File: src/rtl/core_pwr_pkg.sv
package core_pwr_pkg;
  typedef enum logic [2:0] {
    ST_OFF     = 3'd0,
    ST_SWITCH  = 3'd1,
    ST_CLKWAIT = 3'd2,
    ST_DIVWAIT = 3'd3,
    ST_UP      = 3'd4,
    ST_FAULT   = 3'd5
  } seq_state_e;
endpackage

File: src/rtl/tick_debounce.sv
// Level filter: output follows input only after the mismatch has lasted
// a set number of tick strobes; separate counts for each direction.
module tick_debounce #(
  parameter int unsigned RISE_TICKS = 3,
  parameter int unsigned FALL_TICKS = 3
) (
  input  logic clk,
  input  logic rst_n,
  input  logic clr,
  input  logic tick,
  input  logic din,
  output logic dout
);
  localparam int unsigned MAXT = (RISE_TICKS > FALL_TICKS) ? RISE_TICKS : FALL_TICKS;
  localparam int unsigned CW   = $clog2(MAXT + 1);

  logic [CW-1:0] cnt;
  logic [CW-1:0] target;

  assign target = dout ? CW'(FALL_TICKS) : CW'(RISE_TICKS);

  always_ff @(posedge clk or negedge rst_n) begin
    if (!rst_n) begin
      dout <= 1'b0;
      cnt  <= '0;
    end else if (clr) begin
      dout <= 1'b0;
      cnt  <= '0;
    end else if (din == dout) begin
      cnt <= '0;
    end else if (tick) begin
      if (cnt == target - CW'(1)) begin
        dout <= din;
        cnt  <= '0;
      end else begin
        cnt <= cnt + CW'(1);
      end
    end
  end

  // R2 (power pin), R7/R8 (run bit): a flip only on a tick, toward the input
  p_flip_on_tick_r2: assert property (@(posedge clk) disable iff (!rst_n)
    ((dout != $past(dout)) && !$past(clr)) |-> ($past(tick) && ($past(din) == dout)));
endmodule

File: src/rtl/tick_timer.sv
// Counts tick strobes while enabled; done pulses on the N-th one.
module tick_timer #(
  parameter int unsigned N = 4
) (
  input  logic clk,
  input  logic rst_n,
  input  logic run,
  input  logic tick,
  output logic done
);
  localparam int unsigned CW = $clog2(N + 1);

  logic [CW-1:0] cnt;

  always_ff @(posedge clk or negedge rst_n) begin
    if (!rst_n)      cnt <= '0;
    else if (!run)   cnt <= '0;
    else if (tick)   cnt <= cnt + CW'(1);
  end

  assign done = run && tick && (cnt == CW'(N - 1));
endmodule

File: src/rtl/core_pwr_seq.sv
module core_pwr_seq
  import core_pwr_pkg::*;
#(
  parameter int unsigned GLITCH_TICKS = 4,
  parameter int unsigned SWITCH_TICKS = 64,
  parameter int unsigned DIV_FRAMES   = 4,
  parameter int unsigned RUN_FRAMES   = 2,
  parameter int unsigned HALT_FRAMES  = 3
) (
  input  logic clk,
  input  logic rst_n,
  input  logic pwr_n,
  input  logic vreg_strap,
  input  logic regctl_strap,
  input  logic soft_run,
  input  logic clk_present,
  input  logic osc_tick,
  input  logic frame_tick,
  input  logic vreg_ov,
  input  logic vreg_oc,
  output logic pwr_released,
  output logic sw_on,
  output logic div_on,
  output logic core_rst_n,
  output logic drive_en,
  output logic fault_latched
);
  seq_state_e state, nxt;
  logic pwr_ok, soft_ok, sw_done, div_done, fault_hit;

  tick_debounce #(.RISE_TICKS(GLITCH_TICKS), .FALL_TICKS(GLITCH_TICKS)) u_pin_filter (
    .clk(clk), .rst_n(rst_n), .clr(1'b0), .tick(osc_tick), .din(pwr_n), .dout(pwr_ok));

  // Run bit: release after RUN_FRAMES frames, halt after HALT_FRAMES frames.
  tick_debounce #(.RISE_TICKS(RUN_FRAMES), .FALL_TICKS(HALT_FRAMES)) u_run_gate (
    .clk(clk), .rst_n(rst_n), .clr(!pwr_ok), .tick(frame_tick), .din(soft_run), .dout(soft_ok));

  tick_timer #(.N(SWITCH_TICKS)) u_switch_timer (
    .clk(clk), .rst_n(rst_n), .run((state == ST_SWITCH) && vreg_strap),
    .tick(osc_tick), .done(sw_done));

  tick_timer #(.N(DIV_FRAMES)) u_div_timer (
    .clk(clk), .rst_n(rst_n), .run(state == ST_DIVWAIT),
    .tick(frame_tick), .done(div_done));

  assign fault_hit = vreg_strap && (vreg_ov || vreg_oc) &&
                     (state != ST_OFF) && (state != ST_FAULT);

  always_comb begin
    nxt = state;
    if (!pwr_ok)        nxt = ST_OFF;
    else if (fault_hit) nxt = ST_FAULT;
    else begin
      unique case (state)
        ST_OFF:     nxt = ST_SWITCH;
        ST_SWITCH:  if (!vreg_strap || sw_done) nxt = ST_CLKWAIT;
        ST_CLKWAIT: if (clk_present) nxt = ST_DIVWAIT;
        ST_DIVWAIT: begin
          if (!clk_present)  nxt = ST_CLKWAIT;
          else if (div_done) nxt = ST_UP;
        end
        ST_UP:      if (!clk_present) nxt = ST_CLKWAIT;
        ST_FAULT:   nxt = ST_FAULT;
        default:    nxt = ST_OFF;
      endcase
    end
  end

  always_ff @(posedge clk or negedge rst_n) begin
    if (!rst_n) state <= ST_OFF;
    else        state <= nxt;
  end

  assign pwr_released  = (state != ST_OFF) && (state != ST_FAULT);
  assign sw_on         = (state == ST_CLKWAIT) || (state == ST_DIVWAIT) || (state == ST_UP);
  assign div_on        = (state == ST_UP);
  assign drive_en      = (state == ST_UP);
  assign core_rst_n    = (state == ST_UP) && (!regctl_strap || soft_ok);
  assign fault_latched = (state == ST_FAULT);

  p_off_quiet_r1: assert property (@(posedge clk) disable iff (!rst_n)
    !pwr_ok |=> (!pwr_released && !sw_on && !div_on && !drive_en && !core_rst_n && !fault_latched));

  p_sw_prompt_r4: assert property (@(posedge clk) disable iff (!rst_n)
    ($rose(pwr_released) && !vreg_strap && pwr_ok) |=> sw_on);

  p_pin_core_r6: assert property (@(posedge clk) disable iff (!rst_n)
    ($rose(div_on) && !regctl_strap) |-> core_rst_n);

  p_fault_trip_r9: assert property (@(posedge clk) disable iff (!rst_n)
    (pwr_ok && pwr_released && vreg_strap && (vreg_ov || vreg_oc)) |=>
      (fault_latched && !drive_en && !sw_on && !pwr_released));

  p_fault_hold_r9: assert property (@(posedge clk) disable iff (!rst_n)
    (fault_latched && pwr_ok) |=> fault_latched);

  p_clk_loss_r10: assert property (@(posedge clk) disable iff (!rst_n)
    (div_on && !clk_present && pwr_ok) |=> (!div_on && !drive_en && !core_rst_n));
endmodule

File: config.mk
export PLATFORM = sky130hd
export DESIGN_NAME = core_pwr_seq
export DESIGN_NICKNAME = d
export VERILOG_FILES = /design/src/rtl/core_pwr_pkg.sv /design/src/rtl/tick_debounce.sv /design/src/rtl/tick_timer.sv /design/src/rtl/core_pwr_seq.sv
export SDC_FILE = /design/constraint.sdc
export NUM_CORES = 1
export LEC_CHECK = 0
export ABC_AREA = 1
export CORE_UTILIZATION = 57
export DETAILED_ROUTE_END_ITERATION = 10
export GPL_TIMING_DRIVEN = 0
export PLACE_DENSITY_LB_ADDON = 0.15
export SYNTH_ARGS = -nofsm -noshare
export SYNTH_HDL_FRONTEND = slang
export SYNTH_SLANG_ARGS = --single-unit
File: constraint.sdc
create_clock -name clk -period 3.8 [get_ports clk]
set_input_delay 0.38 -clock clk [delete_from_list [all_inputs] [get_ports clk]]
set_output_delay 0.38 -clock clk [all_outputs]
set_load 0.01 [all_outputs]
Yosys cells after proc, flatten, opt, wreduce, memory -nomap -nowiden:

Cells that the tools add are included.
W data, S select, Z words.

* add/subtract/negate cells: 5
* eq/ne operators: 22
* multiplexer cells: 24
* bitwise gates (word level): 1
* reduce and logical (&&, ||, !) cells: 23

Operators by type and width (count)
* $mux W3: 12
* $pmux W3 S6: 1
* $mux W7: 2
* $eq A3 B2 Y1 const B: 4
* $ne A4 B4 Y1 const B: 3
* $logic_and A1 B1 Y1: 10
* $mux W2: 4
* $ne A2 B2 Y1 const B: 4
* $add A7 B1 Y7 const B: 1
* $eq A7 B6 Y1 const B: 1
* $add A3 B1 Y3 const B: 2
* $eq A3 B3 Y1 const B: 2
* $reduce_and A3 Y1: 2
* $logic_or A1 B1 Y1: 5
* $mux W1: 5
* $ne A5 B5 Y1 const B: 1
* $reduce_and A4 Y1: 1
* $eq A3 B1 Y1 const B: 1
* $logic_not A3 Y1: 1
* $ne A3 B2 Y1 const B: 1
* $ne A3 B3 Y1 const B: 1
* $reduce_bool A3 Y1: 1
* $add A2 B1 Y2 const B: 1
* $eq A1 B1 Y1: 2
* 6 further kinds: 7

* register bits: 20
* input port bits: 11
* logic and storage cells: 82

Longest topological paths before layout:

Gate-level depths: netlist of the first run.

* depth in word-level cells: 9
* mapped depth: 10

Cells and area by module:

Synthesis of the first run repeated with hierarchy kept, for this count alone.

* cell total of the unflattened synthesis: 193
* area total of the unflattened synthesis: 1336.3 um2

By module, submodules not included
* core_pwr_seq: instances 1, cells each 72, area an instance 399.1 um2
* tick_timer at u_switch_timer: instances 1, cells each 45, area an instance 357.8 um2
* tick_debounce at u_pin_filter: instances 1, cells each 33, area an instance 235.2 um2
* tick_debounce at u_run_gate: instances 1, cells each 24, area an instance 181.4 um2
* tick_timer at u_div_timer: instances 1, cells each 19, area an instance 162.7 um2

Least setup slack after synthesis of the first run:

Ideal clock, no wire load.

* path type: flip-flop to output port
* start point: reg state[1]
* end point: out core_rst_n
* arrival: 1.201 ns
* slack: 2.219 ns
* stages on the path, launching flop included: 6
* path through: dfrtp_1 nor2_1 inv_1 nor2_1 inv_1 a21oi_1

* word-level cells in the longest chain between the ends: 2

Ends and longest elaborated chain
* start, declared: RTL line core_pwr_seq.sv:28 `seq_state_e state, nxt;`
* start signal, assigned: RTL line core_pwr_seq.sv:71 `else state <= nxt;`
* $eq A3 B3 Y1
* via div_on: RTL line core_pwr_seq.sv:23 `output logic div_on,`
* $logic_and A1 B1 Y1: RTL line core_pwr_seq.sv:78 `assign core_rst_n = (state == ST_UP) && (!regctl_strap || soft_ok);`
* end, declared: RTL line core_pwr_seq.sv:24 `output logic core_rst_n,`

The timed path passes the listed nets, and every way through them passes these cells.

Final worst setup path of the first run:

* start point: reg state[1]
* end point: out core_rst_n

* word-level cells in the longest chain between the ends: 2

Ends and longest elaborated chain (RTL line)
* $eq A3 B3 Y1: core_pwr_seq.sv:78
* $logic_and A1 B1 Y1: core_pwr_seq.sv:78

Every way passes these cells.

==> flow_summary.toml, run 1 <==
[status]
status = "complete, no violations"

[layout]
drive_gt1_share_pct = 13.5
area_growth_pct = 20.0
nNetsFinal = 201
final_util_pct = 73.8
fillCellCount = 151
antenna_cells = 0

[drt]
first_pass_iters = 4
wl_um = 2420
ant_nets = 0
drc_errors = 0
drtIter0Drc = 23
viasPerCell = 5.15
num_vias = 1091
avgRoutedWirePerCell_um = 11.4

[clocking]
cts_max_level = 1
clock_sinks = 20
cts_buffer_depth = 2
post_cts_buffers = 0
numCtsBuffers = 3
cts_tree = "yes"
root_buffer = "clkbuf_4"
cts_resized = 0
clkTransAtPathRegs_ns = 0.12
hold_buffers = 0
worstSkewPairLatency_ns = 0.31

[worst_setup_path]
cp_max_fo = 6
worst-path-stages = 6
crit_chain = "nor2_1 -> inv_1 -> nor2_1 -> inv_1 -> a21oi_1 -> clkdlybuf4s50_1"
crit_required_ns = 3.42
startpoint = "state[1]"
critPathCapture = "core_rst_n"
cp_top_family = "buffers and inverters"
start_kind = "flop"
rr_worst_depth = 10
cpPeakStageDelay_ns = 0.55
worstSetupPathType = "reg2out"
worst-path-buf-inv = 3
crit_path_end_kind = "output pin"
r2r_slack_ns = 2.35
critPathSlowestCell = "clkdlybuf4s50_1"
r2r-start = "u_div_timer.cnt[0]"
arrival_ns = 2.10
r2r-end = "state[0]"

[yosys]
synth.distinct_cells = 27
synthDominantCellAreaShare_pct = 40.7
yosysWarnings = 0
syn_nets = 180
syn_inst = 165
synth.largest_area_cell = "dfrtp_1"
ys.flop_type = "dfrtp_1"
yosys-top-cells-count = "nand2_1, inv_1, dfrtp_1, nand3_1, nor2_1"
async_reset_ff_share_pct = 100
ys_seq_area_share_pct = 40.7
yosys.cell_count.top_type = "nand2_1"
ys_ff_latch = 20
synth_edf_count = 0
synthesis.area_mm2 = 0.00123
synth_area_leaders = "dfrtp_1, nand2_1, inv_1"
syn_avg_cell_area_um2 = 7.46

[power]
power_uw = 913
ir_drop_mv = 0.362
power.density_mw_per_mm2 = 618
p_leak_nw = 0.765

[global_route]
grt_max_degree = 21
grt.total_usage_pct = 24.5
antenna_found_initial = 0
grt_pass1_vias = 1094
grt_pass1_wl_um = 4530
grt.overflow.total = 0

[floorplanning]
ioPinCount = 17
initial_utilization_pct = 61.5
chipWidth_um = 48.5
die_h_um = 48.5
fp-row-count = 16
coreArea_mm2 = 0.00200
die_area_mm2 = 0.00235

[timing]
slew_viol_final = 0
fin_crit_sh_pct = 65.3
fin_crit_ns = 2.48
fin_hold_ws_ns = 0.501
max_slew_margin_pct = 37.9
hold_viol = 0
clock_skew_ns = 0.00551
worst_slew_pin_slew_ns = 0.928
fin_ws_ns = 1.32
fmax_mhz = 403
finalSetupViolations = 0
final.setup.tns_ns = 0
rsz0062_at_grt = "false"

[placement]
port_buffers = 16
place_ws_ns = 1.71
detailed_place_hpwl_um = 1870
gp_congestion = 0.904

[job]
drv_cap = 0

[hold_path]
hp-class = "reg2reg"
whs_path_depth = 1
==> worst min path at each step <==
stage / start / to
floorplan: rst_n / state[0]
global placement: u_div_timer.cnt[0] / u_div_timer.cnt[0]
detailed placement: u_div_timer.cnt[0] / u_div_timer.cnt[0]
CTS: u_div_timer.cnt[0] / u_div_timer.cnt[0]
global route: u_div_timer.cnt[0] / u_div_timer.cnt[0]
finish: u_div_timer.cnt[0] / u_div_timer.cnt[0]
==> cell usage in the layout (no fill, tap or decap), types with 3 or more instances in the layout <==
cell             count
a21oi_1              5
nor2_2               3
clkbuf_4             3
nor2_1              14
inv_2                4
nand4_1              3
nand3_1             17
ha_1                 4
dfrtp_1             20
nand2_1             37
o21ai_1              4
o21ai_0              8
clkdlybuf4s50_1     16
inv_1               23
nand2_2              5
==> per-stage QoR <==
step,instances,cell area (um^2)
2_1_floorplan,165,1230
3_3_place_gp,208,1430
3_5_place_dp,208,1430
4_1_cts,212,1480
5_1_grt,212,1480
6_report,212,1480
==> cell families after synthesis <==
logic type	after synthesis	share of synthesized area [%]
buffers and inverters	31	10.3
flip-flops	20	40.7
XOR/XNOR	3	2.13
adder cells (fa/ha/maj)	4	4.07
AND/OR/NAND/NOR	87	34.0
AO/OA/AOI/OAI	20	8.84
==> state kept, by name, summed over array words and instances (netlist names) <==
signal,count
state,3
u_div_timer.cnt,3
u_switch_timer.cnt,7
u_run_gate.cnt,2
u_pin_filter.dout,1
u_pin_filter.cnt,3
u_run_gate.dout,1
==> metal layers <==
layer / vias to the layer above / routed length, um / track usage (%)
met5: - / 0 / 0
met4: 0 / 42 / 9.80
met2: 18 / 1200 / 43.0
met1: 503 / 1100 / 30.5
met3: 6 / 76 / 3.14
li1: 564 / - / -
==> area by class of cell <==
class / count / area (um^2) / share of cell area [%]
buffer: 4 / 25.0 / 1.69
clock buffer: 3 / 22.5 / 1.52
clock inverter: 1 / 30.0 / 2.03
inverter: 27 / 101 / 6.86
multi-input combinational: 114 / 604 / 40.9
sequential: 20 / 500 / 33.9
tap: 27 / 33.8 / 2.29
timing repair buffer: 16 / 160 / 10.8
==> power breakdown <==
part | leakage, nW | switching (mW) | internal, mW | total (mW)
registers | 0.267 | 0.0391 | 0.257 | 0.296
logic | 0.471 | 0.260 | 0.179 | 0.439
clock network | 0.0279 | 0.0714 | 0.107 | 0.178
Note: power is estimated with default switching activity, not from simulation.
==> run 2: changes to the inputs <==
--- a/config.mk
+++ b/config.mk
@@ -6,7 +6,8 @@
 export NUM_CORES = 1
 export LEC_CHECK = 0
 export ABC_AREA = 1
-export CORE_UTILIZATION = 57
+export CORE_ASPECT_RATIO = 0.6
+export CORE_UTILIZATION = 53
 export DETAILED_ROUTE_END_ITERATION = 10
 export GPL_TIMING_DRIVEN = 0
 export PLACE_DENSITY_LB_ADDON = 0.15
==> constraint.sdc (replaced) <==
create_clock -name clk -period 2.39 [get_ports clk]
set_input_delay 0.239 -clock clk [delete_from_list [all_inputs] [get_ports clk]]
set_output_delay 0.239 -clock clk [all_outputs]
set_load 0.01 [all_outputs]
==> run 2 against run 1 <==
Net effect: clock power grew 19%; die area grew 7.5%; sequential power grew 59%; critical path depth is the same; non-clock buffer count is the same; cell area shrank 0.51%; via count shrank 2.6%; count of clock-buffer cells in the layout is the same; highest routed layer unchanged; sequential cell count is the same; largest cell class unchanged; clock skew shrank 0.0030 ns; critical path type unchanged.
==> flow_summary.toml, run 2 (same netlist as run 1, synthesis figures left out) <==
[status]
status = "complete, no violations"

[clocking]
cts_buffer_depth = 2
post_cts_buffers = 0
root_buffer = "clkbuf_8"
cts_resized = 0
hold_buffers = 0
clkTransAtPathRegs_ns = 0.07
cts_max_level = 1
worstSkewPairLatency_ns = 0.25
clock_sinks = 20
numCtsBuffers = 3
cts_tree = "yes"

[floorplanning]
coreArea_mm2 = 0.00218
ioPinCount = 17
initial_utilization_pct = 56.5
die_h_um = 39.3
die_area_mm2 = 0.00253
chipWidth_um = 64.2
fp-row-count = 13

[job]
drv_cap = 0

[global_route]
grt_pass1_vias = 898
grt.overflow.total = 0
grt_pass1_wl_um = 3880
antenna_found_initial = 0
grt.total_usage_pct = 21.7
grt_max_degree = 21

[drt]
drtIter0Drc = 96
first_pass_iters = 4
avgRoutedWirePerCell_um = 10.9
wl_um = 2330
num_vias = 1063
viasPerCell = 4.97
ant_nets = 0
drc_errors = 0

[timing]
max_slew_margin_pct = 42.0
worst_slew_pin_slew_ns = 0.867
finalSetupViolations = 0
fmax_mhz = 454
slew_viol_final = 0
fin_ws_ns = 0.190
fin_crit_ns = 2.20
rsz0062_at_grt = "false"
final.setup.tns_ns = 0
fin_crit_sh_pct = 92.1
clock_skew_ns = 0.00254
hold_viol = 0

[layout]
regMostFlops = "u_switch_timer.cnt"
drive_gt1_share_pct = 13.0
largest_reg_flops = 7
area_growth_pct = 19.4
nNetsFinal = 201
fillCellCount = 191
final_util_pct = 67.5
layout_common_cells = "nand2_1, inv_1, dfrtp_1"
antenna_cells = 0
final_common_cell = "nand2_1"
stdcell_area_mm2 = 0.00147

[worst_setup_path]
start_kind = "flop"
critPathSlowestCell = "clkdlybuf4s50_1"
crit_path_end_kind = "output pin"
cp_top_family = "buffers and inverters"
worstSetupPathType = "reg2out"
worst-path-buf-inv = 3
crit_required_ns = 2.15
arrival_ns = 1.96
cp_max_fo = 6
cpPeakStageDelay_ns = 0.55
crit_chain = "nor2_1 -> inv_1 -> nor2_1 -> inv_1 -> a21oi_1 -> clkdlybuf4s50_1"

[placement]
place_ws_ns = 0.482
postPlaceCellArea_mm2 = 0.00143
port_buffers = 16
gp_congestion = 0.843
detailed_place_hpwl_um = 1910

[power]
ir_drop_mv = 0.521
power.density_mw_per_mm2 = 943
power_mw = 1.39
p_leak_nw = 0.759

[hold_path]
hp-class = "in2async"
[run 2: final cells by class]
cell class	count	area [um^2]	share of cell area, %
Clock buffer	3	41.3	2.81
Inverter	27	101	6.89
Buffer	4	25.0	1.70
Sequential cell	20	500	34.0
Timing Repair Buffer	16	160	10.9
Tap cell	30	37.5	2.55
Multi-Input combinational cell	114	604	41.1
[run 2: metal layers]
layer	up-vias	track usage (%)	routed length [um]
met5	-	0	0
met4	0	6.67	13
met3	2	5.23	95
met2	16	34.3	1050
met1	482	29.7	1180
li1	563	-	-
[run 2: report_power, final]
part	internal [mW]	switching, mW
clock network	0.112	0.0991
registers	0.410	0.0624
logic	0.285	0.418
total	0.807	0.579
[run 2: metrics by stage]
stage | hold WS (ns) | cells
6_report | 0.478 | 214
5_1_grt | 0.517 | 214
3_3_place_gp | 0.468 | 211
2_1_floorplan | -0.0566 | 165
3_5_place_dp | 0.478 | 211
4_1_cts | 0.488 | 214
[run 2: worst reg2reg max path, cell delays in order, from the launching register on]
cell and delay (ns):
dfrtp_1 0.40, ha_1 0.21, ha_1 0.17, nand2_1 0.06
inv_1 0.05, nor2_1 0.12, nor2_2 0.07, nand2_2 0.08
nand2_2 0.05, nand2_1 0.07, nand2_1 0.05
[run 2: path summary, 6_finish.rpt]
path                                          from                  to  slack [ns]  cells after the start
worst min register to register  u_div_timer.cnt[0]  u_div_timer.cnt[0]        0.49                      1
worst max register to register  u_div_timer.cnt[0]            state[2]        0.96                     10
min in group clk                u_div_timer.cnt[0]  u_div_timer.cnt[0]        0.49                      1
max in group asynchronous                    rst_n     u_run_gate.dout        1.38                      1
worst min-delay path                         rst_n            state[2]        0.48                      1
worst max-delay path                      state[1]          core_rst_n        0.19                      6
